===== config.mk =====
export PLATFORM = sky130hd
export DESIGN_NAME = ps2_wake_iso
export DESIGN_NICKNAME = d
export VERILOG_FILES = /design/src/rtl/ps2w_pkg.sv /design/src/rtl/ps2w_sync.sv /design/src/rtl/ps2w_gate.sv /design/src/rtl/ps2w_regs.sv /design/src/rtl/ps2_wake_iso.sv
export SDC_FILE = /design/constraint.sdc
export NUM_CORES = 1
export LEC_CHECK = 0
export BUFFER_PORTS_ARGS = -buffer_cell sky130_fd_sc_hd__buf_2
export CAP_MARGIN = 20
export CORE_MARGIN = 5
export CORE_UTILIZATION = 40
export CTS_BUF_LIST = sky130_fd_sc_hd__clkbuf_4 sky130_fd_sc_hd__clkbuf_8 sky130_fd_sc_hd__clkbuf_16
export DETAILED_ROUTE_END_ITERATION = 10
export HOLD_SLACK_MARGIN = 0.08
export PLACE_DENSITY = 0.74
export SLEW_MARGIN = 15
export SYNTH_ARGS = -nofsm -noshare
export SYNTH_HDL_FRONTEND = slang
export SYNTH_SLANG_ARGS = --single-unit

===== constraint.sdc =====
create_clock -name clk -period 0.9 [get_ports clk]
set_input_delay 0.18 -clock clk [delete_from_list [all_inputs] [get_ports clk]]
set_output_delay 0.18 -clock clk [all_outputs]
set_load 0.005 [all_outputs]

===== src/rtl/ps2w_pkg.sv =====
package ps2w_pkg;
   localparam int unsigned DEF_DATA_W = 8;
   localparam int unsigned DEF_ADDR_W = 2;
   localparam int unsigned DEF_SYNC_STAGES = 2;

   // build a one-hot mask of a given width
   function automatic logic [31:0] bit_mask(input int unsigned pos);
      logic [31:0] m;
      m = '0;
      m[pos] = 1'b1;
      return m;
   endfunction
endpackage


===== src/rtl/ps2w_sync.sv =====
module ps2w_sync #(
   parameter int unsigned STAGES  = 2,
   parameter int unsigned WIDTH   = 2,
   parameter logic        RST_VAL = 1'b1
) (
   input  logic             clk,
   input  logic             rst_n,
   input  logic [WIDTH-1:0] d_i,
   output logic [WIDTH-1:0] q_o
);
   if (STAGES < 2) begin : g_bad_stages
      $error("ps2w_sync: STAGES must be at least 2");
   end

   logic [WIDTH-1:0] stage_q [STAGES];

   for (genvar s = 0; s < STAGES; s++) begin : g_stage
      always_ff @(posedge clk or negedge rst_n) begin
         if (!rst_n) begin
            stage_q[s] <= {WIDTH{RST_VAL}};
         end else begin
            if (s == 0) stage_q[s] <= d_i;
            else        stage_q[s] <= stage_q[(s == 0) ? 0 : s-1];
         end
      end
   end

   assign q_o = stage_q[STAGES-1];
endmodule


===== src/rtl/ps2w_gate.sv =====
module ps2w_gate #(
   parameter logic BLOCK_LEVEL = 1'b1
) (
   input  logic clk_i,
   input  logic dat_i,
   input  logic block_i,
   output logic clk_o,
   output logic dat_o
);
   if (BLOCK_LEVEL) begin : g_block_high
      assign clk_o = clk_i | block_i;
      assign dat_o = dat_i | block_i;
   end else begin : g_block_low
      assign clk_o = clk_i & ~block_i;
      assign dat_o = dat_i & ~block_i;
   end
endmodule


===== src/rtl/ps2w_regs.sv =====
module ps2w_regs
   import ps2w_pkg::*;
#(
   parameter int unsigned DATA_W    = DEF_DATA_W,
   parameter int unsigned ADDR_W    = DEF_ADDR_W,
   parameter int unsigned A_CTL     = 0,
   parameter int unsigned A_ISO     = 1,
   parameter int unsigned A_EN      = 2,
   parameter int unsigned A_STS     = 3,
   parameter int unsigned B_CTL_RST = 6,
   parameter int unsigned B_ISO_MS  = 6,
   parameter int unsigned B_ISO_KB  = 5,
   parameter int unsigned B_KB      = 3,
   parameter int unsigned B_MS      = 4
) (
   input  logic              clk,
   input  logic              stby_rst_n,
   input  logic              main_rst_n,
   input  logic              wr_i,
   input  logic [ADDR_W-1:0] addr_i,
   input  logic [DATA_W-1:0] wdata_i,
   output logic [DATA_W-1:0] rdata_o,
   input  logic              kb_act_i,
   input  logic              ms_act_i,
   output logic [DATA_W-1:0] iso_o,
   output logic [DATA_W-1:0] en_o,
   output logic [DATA_W-1:0] sts_o,
   output logic              ctl_rst_o
);
   localparam logic [DATA_W-1:0] CTL_MASK  = DATA_W'(bit_mask(B_CTL_RST));
   localparam logic [DATA_W-1:0] ISO_MASK  = DATA_W'(bit_mask(B_ISO_MS) | bit_mask(B_ISO_KB));
   localparam logic [DATA_W-1:0] WAKE_MASK = DATA_W'(bit_mask(B_KB) | bit_mask(B_MS));

   logic [DATA_W-1:0] ctl_q, iso_q, en_q, sts_q;
   logic [DATA_W-1:0] set_vec, clr_vec;
   logic              ctl_rst_n;
   logic              wr_ctl, wr_iso, wr_en, wr_sts;

   assign ctl_rst_n = stby_rst_n & main_rst_n;
   assign wr_ctl = wr_i && (addr_i == ADDR_W'(A_CTL));
   assign wr_iso = wr_i && (addr_i == ADDR_W'(A_ISO));
   assign wr_en  = wr_i && (addr_i == ADDR_W'(A_EN));
   assign wr_sts = wr_i && (addr_i == ADDR_W'(A_STS));

   always_comb begin
      set_vec = '0;
      set_vec[B_KB] = kb_act_i;
      set_vec[B_MS] = ms_act_i;
      clr_vec = wr_sts ? (wdata_i & WAKE_MASK) : '0;
   end

   // controller reset: main or standby domain
   always_ff @(posedge clk or negedge ctl_rst_n) begin
      if (!ctl_rst_n)  ctl_q <= '0;
      else if (wr_ctl) ctl_q <= wdata_i & CTL_MASK;
   end

   // standby-domain registers
   always_ff @(posedge clk or negedge stby_rst_n) begin
      if (!stby_rst_n) begin
         iso_q <= '0;
         en_q  <= '0;
         sts_q <= '0;
      end else begin
         if (wr_iso) iso_q <= wdata_i & ISO_MASK;
         if (wr_en)  en_q  <= wdata_i & WAKE_MASK;
         sts_q <= (sts_q & ~clr_vec) | set_vec;
      end
   end

   always_comb begin
      rdata_o = '0;
      if (addr_i == ADDR_W'(A_CTL)) rdata_o = ctl_q;
      if (addr_i == ADDR_W'(A_ISO)) rdata_o = iso_q;
      if (addr_i == ADDR_W'(A_EN))  rdata_o = en_q;
      if (addr_i == ADDR_W'(A_STS)) rdata_o = sts_q;
   end

   assign iso_o     = iso_q;
   assign en_o      = en_q;
   assign sts_o     = sts_q;
   assign ctl_rst_o = ctl_q[B_CTL_RST];

   AST_STS_STICKY: assert property (@(posedge clk) disable iff (!stby_rst_n)
      (sts_q[B_KB] && !(wr_sts && wdata_i[B_KB])) |=> sts_q[B_KB]);
   AST_SET_WINS: assert property (@(posedge clk) disable iff (!stby_rst_n)
      ms_act_i |=> sts_q[B_MS]);
   AST_ISO_KEEP: assert property (@(posedge clk) disable iff (!stby_rst_n)
      (iso_q[B_ISO_MS] && !wr_iso) |=> iso_q[B_ISO_MS]);
   AST_CTL_HOLD: assert property (@(posedge clk) disable iff (!ctl_rst_n)
      (ctl_rst_o && !wr_ctl) |=> ctl_rst_o);
endmodule


===== src/rtl/ps2_wake_iso.sv =====
module ps2_wake_iso
   import ps2w_pkg::*;
#(
   parameter int unsigned DATA_W      = DEF_DATA_W,
   parameter int unsigned ADDR_W      = DEF_ADDR_W,
   parameter int unsigned SYNC_STAGES = DEF_SYNC_STAGES,
   parameter int unsigned A_CTL       = 0,
   parameter int unsigned A_ISO       = 1,
   parameter int unsigned A_EN        = 2,
   parameter int unsigned A_STS       = 3,
   parameter int unsigned B_CTL_RST   = 6,
   parameter int unsigned B_ISO_MS    = 6,
   parameter int unsigned B_ISO_KB    = 5,
   parameter int unsigned B_KB        = 3,
   parameter int unsigned B_MS        = 4,
   parameter bit          PME_REG     = 1'b0
) (
   input  logic              clk,
   input  logic              stby_rst_n,
   input  logic              main_rst_n,
   input  logic              reg_wr,
   input  logic [ADDR_W-1:0] reg_addr,
   input  logic [DATA_W-1:0] reg_wdata,
   output logic [DATA_W-1:0] reg_rdata,
   input  logic              kb_clk_i,
   input  logic              kb_dat_i,
   input  logic              ms_clk_i,
   input  logic              ms_dat_i,
   output logic              kbc_kb_clk,
   output logic              kbc_kb_dat,
   output logic              kbc_ms_clk,
   output logic              kbc_ms_dat,
   output logic              kbc_rst,
   output logic              pme_n
);
   if (B_CTL_RST >= DATA_W || B_ISO_MS >= DATA_W || B_ISO_KB >= DATA_W ||
       B_KB >= DATA_W || B_MS >= DATA_W) begin : g_bad_bits
      $error("ps2_wake_iso: bit position outside data width");
   end
   if (B_ISO_MS == B_ISO_KB || B_KB == B_MS) begin : g_bad_overlap
      $error("ps2_wake_iso: device bits must differ");
   end
   if (A_CTL == A_ISO || A_CTL == A_EN || A_CTL == A_STS ||
       A_ISO == A_EN || A_ISO == A_STS || A_EN == A_STS ||
       A_STS >= (1 << ADDR_W)) begin : g_bad_addr
      $error("ps2_wake_iso: register addresses must be distinct and in range");
   end

   logic [1:0]        dat_sync;   // [0] keyboard, [1] mouse
   logic [DATA_W-1:0] iso_q, en_q, sts_q;
   logic              wake_any;

   ps2w_sync #(
      .STAGES  (SYNC_STAGES),
      .WIDTH   (2),
      .RST_VAL (1'b1)
   ) u_sync (
      .clk   (clk),
      .rst_n (stby_rst_n),
      .d_i   ({ms_dat_i, kb_dat_i}),
      .q_o   (dat_sync)
   );

   ps2w_regs #(
      .DATA_W (DATA_W), .ADDR_W (ADDR_W),
      .A_CTL (A_CTL), .A_ISO (A_ISO), .A_EN (A_EN), .A_STS (A_STS),
      .B_CTL_RST (B_CTL_RST), .B_ISO_MS (B_ISO_MS), .B_ISO_KB (B_ISO_KB),
      .B_KB (B_KB), .B_MS (B_MS)
   ) u_regs (
      .clk        (clk),
      .stby_rst_n (stby_rst_n),
      .main_rst_n (main_rst_n),
      .wr_i       (reg_wr),
      .addr_i     (reg_addr),
      .wdata_i    (reg_wdata),
      .rdata_o    (reg_rdata),
      .kb_act_i   (~dat_sync[0]),
      .ms_act_i   (~dat_sync[1]),
      .iso_o      (iso_q),
      .en_o       (en_q),
      .sts_o      (sts_q),
      .ctl_rst_o  (kbc_rst)
   );

   ps2w_gate #(.BLOCK_LEVEL(1'b1)) u_gate_kb (
      .clk_i   (kb_clk_i),
      .dat_i   (kb_dat_i),
      .block_i (iso_q[B_ISO_KB]),
      .clk_o   (kbc_kb_clk),
      .dat_o   (kbc_kb_dat)
   );

   ps2w_gate #(.BLOCK_LEVEL(1'b1)) u_gate_ms (
      .clk_i   (ms_clk_i),
      .dat_i   (ms_dat_i),
      .block_i (iso_q[B_ISO_MS]),
      .clk_o   (kbc_ms_clk),
      .dat_o   (kbc_ms_dat)
   );

   assign wake_any = (sts_q[B_KB] & en_q[B_KB]) | (sts_q[B_MS] & en_q[B_MS]);

   if (PME_REG) begin : g_pme_reg
      always_ff @(posedge clk or negedge stby_rst_n) begin
         if (!stby_rst_n) pme_n <= 1'b1;
         else             pme_n <= ~wake_any;
      end
      AST_PME_CAUSE: assert property (@(posedge clk) disable iff (!stby_rst_n)
         $fell(pme_n) |-> $past(wake_any));
   end else begin : g_pme_comb
      assign pme_n = ~wake_any;
      AST_PME_CAUSE: assert property (@(posedge clk) disable iff (!stby_rst_n)
         !pme_n |-> (|(sts_q & en_q)));
   end

   AST_MS_BLOCKED: assert property (@(posedge clk) disable iff (!stby_rst_n)
      iso_q[B_ISO_MS] |-> (kbc_ms_clk && kbc_ms_dat));
   AST_KB_BLOCKED: assert property (@(posedge clk) disable iff (!stby_rst_n)
      iso_q[B_ISO_KB] |-> (kbc_kb_clk && kbc_kb_dat));
endmodule


==> impl_metrics.tcl <==
set metrics [dict create \
    max_freq_ghz 0.817 \
    io_buffers 23 \
    synth_seq_area_share_pct 49.3 \
    via_per_inst 4.65 \
    synth_cells 43 \
    finalSetupViolations 10 \
    ys_ff_latch 11 \
    met1_length_um 425 \
    syn_area_um2 568 \
    initial_core_util_pct 43.1 \
    async_flop_share_pct 100 \
    hold_class "primary input to flop" \
    synth_edf_count 0 \
    tritoncts "built" \
    synth_area_leader_cell "dfrtp_1" \
    htree_levels 1 \
    hold_viol 0 \
    grt.total_usage_pct 10.9 \
    drt-initial-drc-count 2 \
    fin_cells 89 \
    drive_gt1_share_pct 51.4 \
    core_area_um2 1320 \
    status "complete, but fails checks" \
    grt_max_degree 12 \
    dpl.hpwl_um 791 \
    finalClockSkew_ps 3.43 \
    ios 32 \
    worst_hold_slack_ps 132 \
    cp_data_arrival_time_ps 1040 \
    highest_layer "met4" \
    power_density_nw_per_um2 1590 \
    die_h_um 47.7 \
    cp-end-kind "output port" \
    grt_pass1_wl_mm 1.65 \
    synth_top_area_share_pct 30.8 \
    synthFlopType "dfrtp_1" \
    yosys-top-cells-count "dfrtp_1 (7), buf_4 (5), mux2_1 (5)" \
    wl_mm 1.13 \
    dieArea_um2 2270 \
    clock_tree.root_cell "clkbuf_4" \
    critical_path_class "flop to output port" \
    numCtsBuffers 3 \
    overflow 0 \
    nFillCells 122 \
    die_w_um 47.7 \
    worstPathRequired_ps 720 \
    p_leak_uw 0.000383 \
    wl_per_cell_um 12.7 \
    syn_avg_cell_area_um2 13.2 \
    drc 0 \
    grt_pass1_vias 410 \
    ant_nets 0 \
    yosysUniqueCellTypes 17 \
    dr.pass1.iters 2 \
    violations "setup timing" \
    clk_latency_ps 260 \
    gp_congestion 0.728 \
    num-nets-final 93 \
    rsz0062_at_grt "yes" \
    ys_warn_count 0 \
    critPathMaxFanout 4 \
    worstSetupStartpointType "flop" \
    post-route-min-period_ps 1220 \
    antenna_found_initial 0 \
    yosysMostFrequentCell "dfrtp_1" \
    vias 414 \
    rrSetupSlack_ps 80 \
    fin_ws_ps -324 \
    path_clk_slew_ps 70 \
    syn_to_final_growth_pct 34.1 \
    dr_wl_met3_um 131 \
    place_inst 79 \
    drv_slew 0 \
    clk_path_buf_depth 2 \
    num_rows 13 \
    clock_sinks 11 \
    max_cap_violations 0 \
    min_period_over_period_pct 136 \
    irDropWorstVdd_mv 1.20 \
    diodes 0 \
    wl_met2_um 569 \
    synthTopCellsByArea "dfrtp_1 (31%), dfstp_2 (19%), mux2_1 (9.9%)" \
]
## timing repair
action | in CTS | in global routing
resized for setup | 0 | 1
endpoints found under the setup margin | 10 | 10
pin swaps | 2 | 1
hold buffers | 4 | 0
buffers inserted | 2 | 0
hold endpoints to repair | 13 | 0
## layer usage
layer / up-vias / track usage [%]
li1: 201 / -
met5: - / 0
met4: 0 / 6.45
met2: 20 / 18.2
met3: 2 / 3.01
met1: 191 / 12.1
## layout make-up
cell class                 count  area, um2  share of cell area (%)
multi-input combinational     29        255                    33.5
clock buffer                   4       30.0                    3.94
timing repair buffer          30        178                    23.3
tap                           15       18.8                    2.46
sequential                    11        280                    36.8
## power breakdown
part | leakage (uW) | internal (uW) | switching (uW)
clock | 0.0000184 | 201 | 161
sequential | 0.000120 | 556 | 43.6
combinational | 0.000244 | 146 | 104
total | 0.000383 | 904 | 309
## sequential cells by signal, summed over array words and instances, names as in the netlist
name            count
u_regs.en_o         2
u_regs.iso_o        2
u_regs.sts_o        2
u_sync.q_o          2
u_sync.stage_q      2
u_regs.ctl_q        1
## per-stage QoR
step	util [%]	TNS (ps)	cell area (um2)	setup slack [ps]	power, uW
4_1_cts	57.5	-2640	757	-328	1220
2_1_floorplan	-	-10.0	592	-10.0	738
3_3_place_gp	51.0	-676	672	-125	827
5_1_grt	57.8	-3060	762	-359	1280
3_5_place_dp	51.0	-788	672	-145	831
6_report	57.8	-2610	762	-324	1210
## critical path, stage by stage (launching register included)
cell	delay [ps]
dfrtp_1	420
mux2i_1	190
nor2_1	50
buf_2	120
## path summary, 6_finish.rpt
check                                            start                          end  cells past startpoint
min in group asynchronous                   main_rst_n  u_regs.ctl_q[6]$_DFFE_PN0P_                      3
max reg2reg                u_regs.iso_o[6]$_DFFE_PN0P_  u_regs.iso_o[6]$_DFFE_PN0P_                      1
min                                       reg_wdata[5]  u_regs.iso_o[5]$_DFFE_PN0P_                      2
max in group asynchronous                   stby_rst_n  u_regs.ctl_q[6]$_DFFE_PN0P_                      3
max                        u_regs.iso_o[6]$_DFFE_PN0P_                 reg_rdata[6]                      3
min reg2reg                u_sync.stage_q[3]$_DFF_PN1_      u_sync.q_o[1]$_DFF_PN1_                      0
## layout by cell type, fill, tap and decap left out
master	Yosys	layout
buf_4	5	3
buf_2	0	23
nor3b_2	1	1
mux2_1	5	5
clkbuf_4	0	4
conb_1	1	4
and3b_1	1	1
a21bo_1	2	2
or2_1	4	4
nor2_1	1	1
and2_1	1	1
a22oi_2	0	1
nand4_1	2	2
dlygate4sd3_1	0	4
nor2b_1	2	2
dfrtp_1	7	7
dfstp_2	4	4
mux2i_1	3	3
nand3b_4	2	2
## logic make-up (layout without fill, tap and decap cells)
logic type	after synthesis	count (layout)	synth area share [%]
compound gates	3	3	4.85
buf+inv	6	34	8.59
flops	11	11	49.3
mux	8	8	15.2
other cells	1	4	0.660
simple gates	14	14	21.4
(Power assumes the default switching activity.)
